## config.mk

```make
export PLATFORM = sky130hd
export DESIGN_NAME = lfsr_clk_divider
export DESIGN_NICKNAME = d
export VERILOG_FILES = /design/src/rtl/ldiv_pkg.sv /design/src/rtl/ldiv_lfsr_step.sv /design/src/rtl/ldiv_decode.sv /design/src/rtl/lfsr_clk_divider.sv
export SDC_FILE = /design/constraint.sdc
export NUM_CORES = 1
export LEC_CHECK = 0
export ABC_AREA = 1
export BUFFER_PORTS_ARGS = -buffer_cell sky130_fd_sc_hd__buf_2
export CAP_MARGIN = 25
export CORE_AREA = 2 2 39 41
export DETAILED_ROUTE_END_ITERATION = 12
export DIE_AREA = 0 0 41 43
export PLACE_DENSITY = 0.36
export SYNTH_ARGS = -nofsm -noshare
export SYNTH_HDL_FRONTEND = slang
export SYNTH_SLANG_ARGS = --single-unit
export TNS_END_PERCENT = 10
```

## constraint.sdc

```tcl
create_clock -name clk -period 2 [get_ports clk]
set_input_delay 0.3 -clock clk [delete_from_list [all_inputs] [get_ports clk]]
set_output_delay 0.3 -clock clk [all_outputs]
set_load 0.02 [all_outputs]
```

## src/rtl/ldiv_pkg.sv

```systemverilog
package ldiv_pkg;

    localparam int unsigned MAX_W = 16;
    typedef logic [MAX_W-1:0] wide_t;

    // Smallest register width whose maximal sequence covers n states.
    function automatic int unsigned lfsr_width(input int unsigned n);
        for (int unsigned w = 2; w <= MAX_W; w++) begin
            if (((32'd1 << w) - 32'd1) >= n) return w;
        end
        return MAX_W;
    endfunction

    // Feedback taps of a maximal-length sequence for each width.
    function automatic wide_t tap_mask(input int unsigned w);
        case (w)
            2:       return 16'h0003;
            3:       return 16'h0006;
            4:       return 16'h000C;
            5:       return 16'h0014;
            6:       return 16'h0030;
            7:       return 16'h0060;
            8:       return 16'h00B8;
            9:       return 16'h0110;
            10:      return 16'h0240;
            11:      return 16'h0500;
            12:      return 16'h0829;
            13:      return 16'h100D;
            14:      return 16'h2015;
            15:      return 16'h6000;
            default: return 16'hD008;
        endcase
    endfunction

    function automatic wide_t step(input wide_t s, input int unsigned w);
        wide_t mask;
        logic  fb;
        mask = wide_t'((32'd1 << w) - 32'd1);
        fb   = ^(s & tap_mask(w));
        return ((s << 1) | wide_t'(fb)) & mask;
    endfunction

    // Register contents at a given position; position 0 is the seed 1.
    function automatic wide_t state_at(input int unsigned pos, input int unsigned w);
        wide_t s;
        s = wide_t'(1);
        for (int unsigned i = 0; i < pos; i++) s = step(s, w);
        return s;
    endfunction

endpackage

```

## src/rtl/ldiv_lfsr_step.sv

```systemverilog
module ldiv_lfsr_step #(
    parameter int unsigned W = 3
) (
    input  logic [W-1:0] cur,
    output logic [W-1:0] nxt
);
    localparam ldiv_pkg::wide_t TAPS_W = ldiv_pkg::tap_mask(W);
    localparam logic [W-1:0]    TAPS   = TAPS_W[W-1:0];

    assign nxt[0] = ^(cur & TAPS);

    for (genvar i = 1; i < W; i++) begin : g_shift
        assign nxt[i] = cur[i-1];
    end
endmodule

```

## src/rtl/ldiv_decode.sv

```systemverilog
module ldiv_decode #(
    parameter int unsigned   W          = 3,
    parameter logic [W-1:0]  LAST_ST    = '0,
    parameter logic [W-1:0]  PRE_HI_END = '0
) (
    input  logic [W-1:0] cur,
    output logic         at_last,
    output logic         at_pre_low
);
    // at_last: next enabled step wraps to position 0.
    // at_pre_low: next enabled step enters the first low position.
    assign at_last    = (cur == LAST_ST);
    assign at_pre_low = (cur == PRE_HI_END);
endmodule

```

## src/rtl/lfsr_clk_divider.sv

```systemverilog
module lfsr_clk_divider #(
    parameter int unsigned DIV_RATIO   = 6,
    parameter int unsigned HIGH_CYCLES = DIV_RATIO / 2,
    parameter int unsigned APRESET_POS = 0,
    parameter int unsigned SPRESET_POS = 0
) (
    input  logic clk,
    input  logic clk_en,
    input  logic preset_async,
    input  logic preset_sync,
    output logic div_clk
);
    localparam int unsigned W = ldiv_pkg::lfsr_width(DIV_RATIO);

    localparam ldiv_pkg::wide_t FIRST_W  = ldiv_pkg::state_at(0, W);
    localparam ldiv_pkg::wide_t LAST_W   = ldiv_pkg::state_at(DIV_RATIO - 1, W);
    localparam ldiv_pkg::wide_t PRELOW_W = ldiv_pkg::state_at(HIGH_CYCLES - 1, W);
    localparam ldiv_pkg::wide_t ASYNC_W  = ldiv_pkg::state_at(APRESET_POS, W);
    localparam ldiv_pkg::wide_t SYNC_W   = ldiv_pkg::state_at(SPRESET_POS, W);

    localparam logic [W-1:0] S_FIRST  = FIRST_W[W-1:0];
    localparam logic [W-1:0] S_LAST   = LAST_W[W-1:0];
    localparam logic [W-1:0] S_PRELOW = PRELOW_W[W-1:0];
    localparam logic [W-1:0] S_ASYNC  = ASYNC_W[W-1:0];
    localparam logic [W-1:0] S_SYNC   = SYNC_W[W-1:0];
    localparam logic         ASYNC_HI = (APRESET_POS < HIGH_CYCLES);
    localparam logic         SYNC_HI  = (SPRESET_POS < HIGH_CYCLES);

    if (DIV_RATIO < 2 || DIV_RATIO > 65535) begin : g_bad_ratio
        $error("lfsr_clk_divider: DIV_RATIO out of range");
    end
    if (HIGH_CYCLES < 1 || HIGH_CYCLES >= DIV_RATIO) begin : g_bad_high
        $error("lfsr_clk_divider: HIGH_CYCLES must be in 1..DIV_RATIO-1");
    end
    if (APRESET_POS >= DIV_RATIO || SPRESET_POS >= DIV_RATIO) begin : g_bad_pos
        $error("lfsr_clk_divider: preset position beyond the period");
    end

    typedef struct packed {
        logic [W-1:0] cnt;
        logic         hi;
    } div_state_t;

    div_state_t   st_d, st_q;
    logic [W-1:0] step_nxt;
    logic         at_last, at_pre_low;

    ldiv_lfsr_step #(.W(W)) i_step (
        .cur (st_q.cnt),
        .nxt (step_nxt)
    );

    ldiv_decode #(
        .W          (W),
        .LAST_ST    (S_LAST),
        .PRE_HI_END (S_PRELOW)
    ) i_decode (
        .cur        (st_q.cnt),
        .at_last    (at_last),
        .at_pre_low (at_pre_low)
    );

    always_comb begin
        st_d = st_q;
        if (clk_en) begin
            if (preset_sync) begin
                st_d.cnt = S_SYNC;
                st_d.hi  = SYNC_HI;
            end else if (at_last) begin
                st_d.cnt = S_FIRST;
                st_d.hi  = 1'b1;
            end else begin
                st_d.cnt = step_nxt;
                if (at_pre_low) st_d.hi = 1'b0;
            end
        end
    end

    always_ff @(posedge clk or posedge preset_async) begin
        if (preset_async) begin
            st_q.cnt <= S_ASYNC;
            st_q.hi  <= ASYNC_HI;
        end else begin
            st_q <= st_d;
        end
    end

    assign div_clk = st_q.hi;

    // register never enters the all-zero lock-up state
    a_r1_no_lockup: assert property (@(posedge clk) disable iff (preset_async)
        st_q.cnt != '0);

    // last position is followed by position 0 with the output high
    a_r1_wrap: assert property (@(posedge clk) disable iff (preset_async)
        (clk_en && !preset_sync && st_q.cnt == S_LAST) |=> (st_q.cnt == S_FIRST && div_clk));

    // position 0 always drives the output high
    a_r2_first_high: assert property (@(posedge clk) disable iff (preset_async)
        (st_q.cnt == S_FIRST) |-> div_clk);

    // enabled synchronous preset lands on its position
    a_r5_sync_load: assert property (@(posedge clk) disable iff (preset_async)
        (clk_en && preset_sync) |=> (st_q.cnt == S_SYNC && div_clk == SYNC_HI));

    // disabled edge changes nothing
    a_r6_hold: assert property (@(posedge clk) disable iff (preset_async)
        !clk_en |=> ($stable(st_q.cnt) && $stable(div_clk)));

endmodule

```

Word-level counts from Yosys, hierarchy flattened
Cells that the tools add are included.
{"block": "word_totals", "reg_bits": 4, "in_bits": 4}
{"block": "op_classes", "reduce_logical": 3, "eq_ne": 2, "n_mux": 3}
{"operator": "$mux W4", "n": 2}
{"operator": "$eq A3 B3 Y1 const B", "n": 2}
{"operator": "$reduce_bool A3 Y1", "n": 1}
{"operator": "$reduce_xor A3 Y1", "n": 1}
{"operator": "$reduce_and A2 Y1", "n": 1}
{"operator": "$mux W1", "n": 1}

Depth between registers and ports, before layout
{"block": "depth", "word_depth": 4, "ltp_mapped": 5, "mapped_depth_nobuf": 5}

Modules after synthesis
Synthesis repeated with hierarchy kept, for this count alone.
{"block": "hier_totals", "cells_unflattened": 38, "area_unflattened_um2": 239.0}
{"mod": "lfsr_clk_divider", "cells_per_inst": 27, "seq_area_each_um2": 102.6, "area_each_um2": 190.2, "instances": 1}
{"mod": "ldiv_lfsr_step", "cells_per_inst": 7, "seq_area_each_um2": 0.0, "area_each_um2": 33.8, "instances": 1}
{"mod": "ldiv_decode", "cells_per_inst": 4, "seq_area_each_um2": 0.0, "area_each_um2": 15.0, "instances": 1}

Least setup slack after synthesis
OpenSTA, ideal clock, no wires.
{"block": "synth_timing", "kind": "register to output", "startpoint": "reg st_q (netlist bit div_clk)", "endpoint": "out div_clk", "t_arrival_ns": 0.561, "stages_incl_launch_ff": 1, "slack_ns": 1.139, "required_ns": 1.700, "cell_sequence": "dfstp_2"}
{"element": "start: declaration", "line_no": "lfsr_clk_divider.sv:44", "source": "div_state_t st_d, st_q;"}
{"element": "start signal: assignment", "line_no": "lfsr_clk_divider.sv:84", "source": "st_q <= st_d;"}
{"element": "end: declaration", "line_no": "lfsr_clk_divider.sv:11", "source": "output logic div_clk"}
No word-level cell between the ends.

Worst setup path in the final report
{"block": "layout_timing", "startpoint": "reg st_q (netlist bit div_clk)", "endpoint": "out div_clk"}
No word-level cell between the ends.

==> impl_metrics.yaml <==
floorplan:
  die_w_um: 41
  io_pins: 5
  initial_utilization: 0.144
  row_count: 14
  dieArea_mm2: 0.00176
  core-area_mm2: 0.00138
  die_y_um: 43
timing:
  relSlewSlack: 0.906
  max_freq_mhz: 839
  skew_ps: 6.74
  timing.final.crit_share: 0.596
  tightestPinTransition_ps: 141
  finalHoldViolCount: 0
  rsz0062_at_grt: "no"
  finalCriticalPeriod_ps: 1190
  slew_violations: 0
  finalSetupViolCount: 0
  finalSetupTns_ps: 0
  setup_slack_ps: 807
detailed_routing:
  drt_wl_total_um: 391
  wl_per_cell_um: 7.52
  vias: 175
  via_per_inst: 3.37
  drtAntennaViolNets: 0
  drc_errors: 0
  dr.first_iter.drc_count: 2
  firstDrtPassIters: 2
synth:
  syn_inst: 27
  synth.avg_cell_area_um2: 7.37
  ys_seq_area_frac: 0.516
  synth.cell_area_um2: 199
  ys_warn_count: 0
  ys_ff_latch: 4
  synth.distinct_cells: 8
  syn_nets: 31
critical_path:
  cpPeakStageDelay_ps: 510
  crit_chain: "buf_2"
  endpoint_kind: "output port"
  worst-path-buf-inv: 1
  critPathRequiredTime_ps: 1700
  crit_arrival_ps: 890
  startpoint_type: "register"
  crit_slowest_cell: "dfstp_2"
  critPathKind: "register to output port"
  crit_family: "flip-flops"
  cp_max_fo: 2
place:
  port_buffers: 4
  placed_cell_area_um2: 239
  pre_cts_ws_ps: 1040
  gp_congestion: 0.625
  hpwlAfterDp_um: 314
cts:
  cts_buffer_depth: 2
  cts_buffers: 3
  cts-root-buf: "clkbuf_4"
  cts_resized: 0
  tritoncts: "done"
  cts_setup_buffers: 0
  cts_max_level: 1
  clkLatencyLatePin_ps: 230
  cts_sinks: 4
  clk_pin_slew_ps: 40
grt:
  gr-usage-all-layers: 0.0645
  grt_max_degree: 7
  grt_pass1_vias: 172
  grt_overflow: 0
  antenna_found_initial: 0
  grt_pass1_wl_um: 648
flow_run:
  cap_violations: 0
power:
  ir_worst_vdd_mv: 0.256
  report.power.total_mw: 0.244
  power.density_mw_per_mm2: 886
  leakage_nw: 0.146
outcome:
  status: "completed"
cells_and_area:
  syn_to_final_growth_pct: 38.4
  fin_area_um2: 275
  diodes: 0
  fin_nets: 41
  drive_above_1_share: 0.250
min_path:
  holdCritPathClass: "input pin to register"
[final timing paths]
check	from	endpoint	slack (ps)	depth (start not counted)
max in group asynchronous	preset_async	div_clk$_DFFE_PP1P_	1290	3
min in group asynchronous	preset_async	st_q[2]$_DFFE_PP0P_	480	3
min reg2reg	div_clk$_DFFE_PP1P_	div_clk$_DFFE_PP1P_	490	2
max	div_clk$_DFFE_PP1P_	div_clk	810	1
max reg2reg	st_q[1]$_DFFE_PP1P_	st_q[1]$_DFFE_PP1P_	1090	5
min	preset_sync	st_q[2]$_DFFE_PP0P_	280	2
[cells by family after synthesis]
| kind of cell | Yosys count | synth area share |
|---|---|---|
| AO/OA/AOI/OAI | 2 | 0.0566 |
| buffers and inverters | 6 | 0.113 |
| flip-flops | 4 | 0.516 |
| AND/OR/NAND/NOR | 15 | 0.314 |
[final cells by class]
class | instances | area [um2]
Clock buffer | 4 | 26.3
Sequential cell | 4 | 103
Fill cell | 163 | 1110
Inverter | 6 | 22.5
Multi-Input combinational cell | 17 | 73.8
Timing Repair Buffer | 5 | 30.0
Tap cell | 16 | 20.0
[registers in the layout, indices dropped and copies added (netlist names)]
register  cells
div_clk       1
st_q          3
[cells in the mapped netlist]
master	number	share of area
o22ai_1	1	0.031
dfstp_2	2	0.26
o21ai_1	1	0.025
nand3b_1	1	0.038
nand3_1	2	0.050
inv_1	6	0.11
dfrtp_1	2	0.25
nand2_1	12	0.23
[layout by cell type (no fill, tap or decap)]
master	Yosys	final
dlygate4sd3_1	0	1
buf_2	0	4
inv_1	6	6
o22ai_1	1	1
o21ai_1	1	1
dfstp_2	2	2
clkbuf_4	0	3
nand3_1	2	2
dfrtp_1	2	2
clkbuf_1	0	1
nand2_1	12	12
nand3b_1	1	1
[stage by stage]
stage          std cells  hold WS, ps  utilization
2_1_floorplan         27         64.6            -
3_3_place_gp          47          187        0.173
3_5_place_dp          47          183        0.173
4_1_cts               52          269        0.199
5_1_grt               52          278        0.199
6_report              52          279        0.199
[report_power, final]
group	total [mW]	switching (mW)	internal, mW
registers	0.101	0.00650	0.0948
clock network	0.107	0.0318	0.0748
logic	0.0360	0.0213	0.0147
total	0.244	0.0596	0.184
[routing by layer]
metal  wire length (um)  global-route usage  vias up
met5                  0                   0        -
met4                 11               0.120        0
met3                 15              0.0157        2
met2                166              0.0625        4
met1                197              0.0747       71
li1                   -                   -       98
[what timing repair did]
item                                   4_1_cts  5_1_grt
setup endpoints to repair                    0        0
endpoints found under the hold margin        2        0
hold buffers                                 1        0
Power figures use the tool's default switching activity.
